<file path="config.mk">
export PLATFORM = sky130hd
export DESIGN_NAME = ilv_pwm_sched
export DESIGN_NICKNAME = d
export VERILOG_FILES = /design/src/rtl/ilv_pkg.sv /design/src/rtl/ilv_carrier.sv /design/src/rtl/ilv_sched.sv /design/src/rtl/ilv_gate.sv /design/src/rtl/ilv_pwm_sched.sv
export SDC_FILE = /design/constraint.sdc
export NUM_CORES = 1
export LEC_CHECK = 0
export ABC_AREA = 1
export BUFFER_PORTS_ARGS = -buffer_cell sky130_fd_sc_hd__buf_2
export CAP_MARGIN = 20
export CORE_MARGIN = 2
export CORE_UTILIZATION = 35
export CTS_CLUSTER_SIZE = 28
export DETAILED_ROUTE_END_ITERATION = 8
export PLACE_DENSITY = 0.51
export SLEW_MARGIN = 20
export SYNTH_ARGS = -nofsm -noshare
export SYNTH_HDL_FRONTEND = slang
export SYNTH_SLANG_ARGS = --single-unit
</file>
<file path="constraint.sdc">
create_clock -name clk -period 2.8 [get_ports clk]
set_input_delay 0.14 -clock clk [delete_from_list [all_inputs] [get_ports clk]]
set_output_delay 0.14 -clock clk [all_outputs]
set_load 0.05 [all_outputs]
</file>
<file path="src/rtl/ilv_pkg.sv">
package ilv_pkg;
  typedef enum logic {
    SLOPE_UP = 1'b0,
    SLOPE_DN = 1'b1
  } slope_e;

  typedef struct packed {
    logic upd;
    logic bal1;
    logic avg;
    logic bal2;
  } strobe_t;
endpackage

</file>
<file path="src/rtl/ilv_carrier.sv">
module ilv_carrier #(
  parameter int HALF_P     = 6250,
  parameter int CNT_W      = 13,
  parameter bit START_PEAK = 1'b0
) (
  input  logic                 clk,
  input  logic                 rst,
  output logic [CNT_W-1:0]     cnt,
  output ilv_pkg::slope_e      slope
);
  import ilv_pkg::*;

  localparam logic [CNT_W-1:0] TOP = CNT_W'(HALF_P);

  always_ff @(posedge clk) begin
    if (rst) begin
      cnt   <= START_PEAK ? TOP : '0;
      slope <= START_PEAK ? SLOPE_DN : SLOPE_UP;
    end else if (slope == SLOPE_UP) begin
      if (cnt == TOP - 1'b1) slope <= SLOPE_DN;
      cnt <= cnt + 1'b1;
    end else begin
      if (cnt == {{(CNT_W-1){1'b0}}, 1'b1}) slope <= SLOPE_UP;
      cnt <= cnt - 1'b1;
    end
  end
endmodule

</file>
<file path="src/rtl/ilv_sched.sv">
module ilv_sched #(
  parameter int HALF_P = 6250,
  parameter int CNT_W  = 13
) (
  input  logic               clk,
  input  logic               rst,
  input  logic [CNT_W-1:0]   cnt_a,
  input  ilv_pkg::slope_e    slope_a,
  input  logic [CNT_W-1:0]   cnt_b,
  input  ilv_pkg::slope_e    slope_b,
  output ilv_pkg::strobe_t   strb,
  output logic               load
);
  import ilv_pkg::*;

  localparam logic [CNT_W-1:0] TOP = CNT_W'(HALF_P);
  localparam logic [CNT_W-1:0] MID = CNT_W'(HALF_P / 2);

  // Carrier B one step below its peak while rising is the same instant as
  // carrier A one step above its valley while falling.
  assign load = (slope_b == SLOPE_UP) && (cnt_b == TOP - 1'b1);

  always_ff @(posedge clk) begin
    if (rst) begin
      strb <= '0;
    end else begin
      strb.upd  <= (cnt_a == '0);
      strb.bal1 <= (cnt_a == MID) && (slope_a == SLOPE_UP);
      strb.avg  <= (cnt_a == TOP);
      strb.bal2 <= (cnt_a == MID) && (slope_a == SLOPE_DN);
    end
  end
endmodule

</file>
<file path="src/rtl/ilv_gate.sv">
module ilv_gate #(
  parameter int HALF_P = 6250,
  parameter int CNT_W  = 13,
  parameter int CMD_W  = 16
) (
  input  logic               clk,
  input  logic               rst,
  input  logic               load,
  input  logic [CMD_W-1:0]   cmd_in,
  input  logic [CNT_W-1:0]   carrier,
  output logic               gate
);
  localparam int XW = (CMD_W > CNT_W) ? CMD_W : CNT_W;

  logic [CMD_W-1:0] shadow;
  logic [CMD_W-1:0] active;
  logic [XW-1:0]    act_x;
  logic [XW-1:0]    car_x;
  logic             full;

  assign act_x = XW'(active);
  assign car_x = XW'(carrier);
  assign full  = (act_x >= XW'(HALF_P));

  always_ff @(posedge clk) begin
    if (rst) begin
      shadow <= '0;
      active <= '0;
      gate   <= 1'b0;
    end else begin
      shadow <= cmd_in;
      if (load) active <= shadow;
      gate <= full | (act_x > car_x);
    end
  end
endmodule

</file>
<file path="src/rtl/ilv_pwm_sched.sv">
module ilv_pwm_sched #(
  parameter int HALF_P = 6250,
  parameter int CMD_W  = 16
) (
  input  logic              clk,
  input  logic              rst,
  input  logic [CMD_W-1:0]  duty_a_i,
  input  logic [CMD_W-1:0]  duty_b_i,
  output logic              gate_a_o,
  output logic              gate_b_o,
  output logic              smp_avg_o,
  output logic              smp_bal1_o,
  output logic              smp_bal2_o,
  output logic              cmd_upd_o
);
  import ilv_pkg::*;

  localparam int NCAR  = 2;
  localparam int CNT_W = $clog2(HALF_P + 1);

  logic [CNT_W-1:0] car_cnt   [NCAR];
  slope_e           car_slope [NCAR];
  logic [CMD_W-1:0] duty_arr  [NCAR];
  logic             gate_arr  [NCAR];
  logic             load;
  strobe_t          strb;

  assign duty_arr[0] = duty_a_i;
  assign duty_arr[1] = duty_b_i;

  for (genvar g = 0; g < NCAR; g++) begin : g_leg
    ilv_carrier #(
      .HALF_P    (HALF_P),
      .CNT_W     (CNT_W),
      .START_PEAK(g == 1)
    ) u_car (
      .clk  (clk),
      .rst  (rst),
      .cnt  (car_cnt[g]),
      .slope(car_slope[g])
    );

    ilv_gate #(
      .HALF_P(HALF_P),
      .CNT_W (CNT_W),
      .CMD_W (CMD_W)
    ) u_gate (
      .clk    (clk),
      .rst    (rst),
      .load   (load),
      .cmd_in (duty_arr[g]),
      .carrier(car_cnt[g]),
      .gate   (gate_arr[g])
    );
  end

  ilv_sched #(
    .HALF_P(HALF_P),
    .CNT_W (CNT_W)
  ) u_sched (
    .clk    (clk),
    .rst    (rst),
    .cnt_a  (car_cnt[0]),
    .slope_a(car_slope[0]),
    .cnt_b  (car_cnt[1]),
    .slope_b(car_slope[1]),
    .strb   (strb),
    .load   (load)
  );

  assign gate_a_o   = gate_arr[0];
  assign gate_b_o   = gate_arr[1];
  assign smp_avg_o  = strb.avg;
  assign smp_bal1_o = strb.bal1;
  assign smp_bal2_o = strb.bal2;
  assign cmd_upd_o  = strb.upd;
endmodule

</file>
==> flow_metrics.env <==
export IMPL_status="finished clean"
export IMPL_drc_errors=0
export IMPL_nNetsFinal=778
export IMPL_place_congestion=0.851
export IMPL_start_kind="flop"
export IMPL_required_ns=3.02
export IMPL_finalCritPeriodShare=0.875
export IMPL_finalSetupTns_ns=0
export IMPL_endpoint_kind="flop"
export IMPL_power_density_nw_per_um2=513
export IMPL_seq_area_um2=1960
export IMPL_power_w=0.00288
export IMPL_synth_commonest_cells="dfxtp_1 (98), nand2_1 (96), inv_1 (95)"
export IMPL_die_area_um2=14300
export IMPL_multi_input_area_um2=2240
export IMPL_cts_root_buffer="clkbuf_16"
export IMPL_clockBufferDepth=2
export IMPL_die_y_um=120
export IMPL_core_um2=13100
export IMPL_start_util=0.356
export IMPL_cp_num_buf_inv=0
export IMPL_drive_gt1_frac=0.0923
export IMPL_tightest_slew_ns=0.733
export IMPL_cts_tree="built"
export IMPL_drtIter0Drc=160
export IMPL_io_pins=40
export IMPL_cts_sinks=98
export IMPL_drt_wl_total_um=10100
export IMPL_post_route_util=0.427
export IMPL_slew_limit_headroom=0.510
export IMPL_fillers=1379
export IMPL_cpLargestDelayFamily="simple AND/OR/NAND/NOR gates"
export IMPL_ys_types=31
export IMPL_rsz0062_at_grt="no"
export IMPL_yosysMostFrequentCell="dfxtp_1"
export IMPL_crit_fanout=49
export IMPL_cpPeakStageDelay_ns=0.62
export IMPL_synth_seq_cells=98
export IMPL_cp_arrival_ns=2.67
export IMPL_drv_cap=0
export IMPL_ant_nets=0
export IMPL_synth_top_area_share=0.419
export IMPL_synth_edf_count=0
export IMPL_num_antenna_cells=0
export IMPL_finClkSkew_ns=0.00659
export IMPL_synth_top_flop_cell="dfxtp_1"
export IMPL_crit_chain="ha_1 -> nor3b_4 -> nand2_2 -> o21ai_0 -> a21oi_1"
export IMPL_async_flop_share=0
export IMPL_grt_pass1_vias=3721
export IMPL_syn_inst=649
export IMPL_cts_buffers=9
export IMPL_grt_max_degree=50
export IMPL_synth_area_um2=4680
export IMPL_rows=42
export IMPL_overflow=0
export IMPL_setup_viol_count_final=0
export IMPL_area_delta_synth_final_pct=19.8
export IMPL_syn_nets=717
export IMPL_drv_slew=0
export IMPL_synth_area_per_cell_um2=7.22
export IMPL_clock_fmax_ghz=0.408
export IMPL_hold_class="in -> reg"
export IMPL_track_usage=0.151
export IMPL_hpwl_um=7210
export IMPL_clock_tree_htree_level_count=3
export IMPL_die_w_um=120
export IMPL_p_leak_nw=2.67
export IMPL_setup_ws_ns=0.349
export IMPL_drt_pass1_iter_count=4
export IMPL_worstSetupPathType="reg -> reg"
export IMPL_whs_ns=0.321
export IMPL_vdd_ir_drop_worst_mv=0.299
export IMPL_clock_latency_ns=0.35
export IMPL_finalCriticalPeriod_ns=2.45
export IMPL_dp_slack_ns=0.357
export IMPL_yosys_warnings=0
export IMPL_wl_per_cell_um=11.4
export IMPL_synth_largest_area_cell="dfxtp_1"
export IMPL_seq_area_frac_synth=0.419
export IMPL_antenna_found_initial=0
export IMPL_grt_first_pass_wirelength_um=17400
export IMPL_viasPerCell=4.59
export IMPL_cts_setup_buffers=0
export IMPL_cts_clk_slew_worst_paths_ns=0.07
export IMPL_cp_slowest_cell="nand2_2"
export IMPL_synthTopCellsByArea="dfxtp_1 (42%), ha_1 (9.1%), nand2_1 (7.7%)"
export IMPL_finalHoldViolations=0
export IMPL_vias=4090
export IMPL_io_buffers=39
state kept, by name (all words and copies together) (netlist names):
signal and flops:
g_leg.u_car.cnt 26, g_leg.u_car.slope 2, g_leg.u_gate.act_x 32, g_leg.u_gate.gate 2, g_leg.u_gate.shadow 32, u_sched.strb 4
layer usage:
layer  wire (um)  vias to the layer above  track usage
met4          89                        0       0.0640
met5           0                        -            0
met3         295                        7       0.0276
li1            -                     2224            -
met1        5240                     1795        0.206
met2        4490                       64        0.236
final cells by class:
class                      instances  area share
multi-input combinational        429       0.399
sequential                        98       0.350
timing repair buffer              73      0.0946
inverter                          99      0.0663
clock buffer                      10      0.0426
tap                              176      0.0393
clock inverter                     6     0.00848
cells in the final DEF, fill, tap and decap left out, drive strengths merged:
cell / instances
inv: 102
dfxtp: 98
nand2: 97
nor2: 91
o21ai: 64
a21oi: 63
nand3: 42
buf: 41
ha: 34
dlygate4sd3: 32
nand4: 10
clkbuf: 10
nor3: 8
a31oi: 4
or2: 3
clkinv: 3
o22ai: 2
nor4: 2
a21o: 2
o31ai: 1
o21a: 1
xnor2: 1
and3: 1
or3: 1
and2: 1
nor3b: 1
repair_timing:
action	4_1_cts	5_1_grt
hold buffers	32	0
resized for setup	0	0
endpoints found under the hold margin	32	0
where the power goes:
part           total, W  internal [W]  switching, W
clock network   0.00121      0.000640      0.000568
logic          0.000217     0.0000973      0.000119
registers       0.00145       0.00143     0.0000235
kinds of logic (layout without fill, tap and decap cells):
kind of cell / after synthesis / in the layout / synth area share
AOI/OAI and AO/OA: 137 / 137 / 0.150
and+or+nand+nor: 257 / 257 / 0.235
adders and majority gates: 34 / 34 / 0.0908
buffers and inverters: 122 / 188 / 0.103
xor gates and xnor gates: 1 / 1 / 0.00187
DFF: 98 / 98 / 0.419
per-stage QoR:
stage	instances	instance area (um2)
2_1_floorplan	649	4680
3_3_place_gp	843	5000
3_5_place_dp	843	5000
4_1_cts	891	5610
5_1_grt	891	5610
6_report	891	5610
final timing paths:
path	slack, ns	from	cells after the start	end
worst min-delay path	0.32	rst	3	g_leg[0].u_car.cnt[0]
worst max-delay path	0.35	g_leg[1].u_car.cnt[0]	5	g_leg[0].u_gate.act_x[10]
worst min register to register	0.48	g_leg[1].u_gate.shadow[6]	2	g_leg[1].u_gate.act_x[6]
worst max register to register	0.35	g_leg[1].u_car.cnt[0]	5	g_leg[0].u_gate.act_x[10]
worst min-delay path, delay by kind of cell:
kind	cells	cell delay, ns
buffers and inverters	2	0.36
AND/OR/NAND/NOR	1	0.13
No activity file was read; power rests on OpenSTA's default activity.
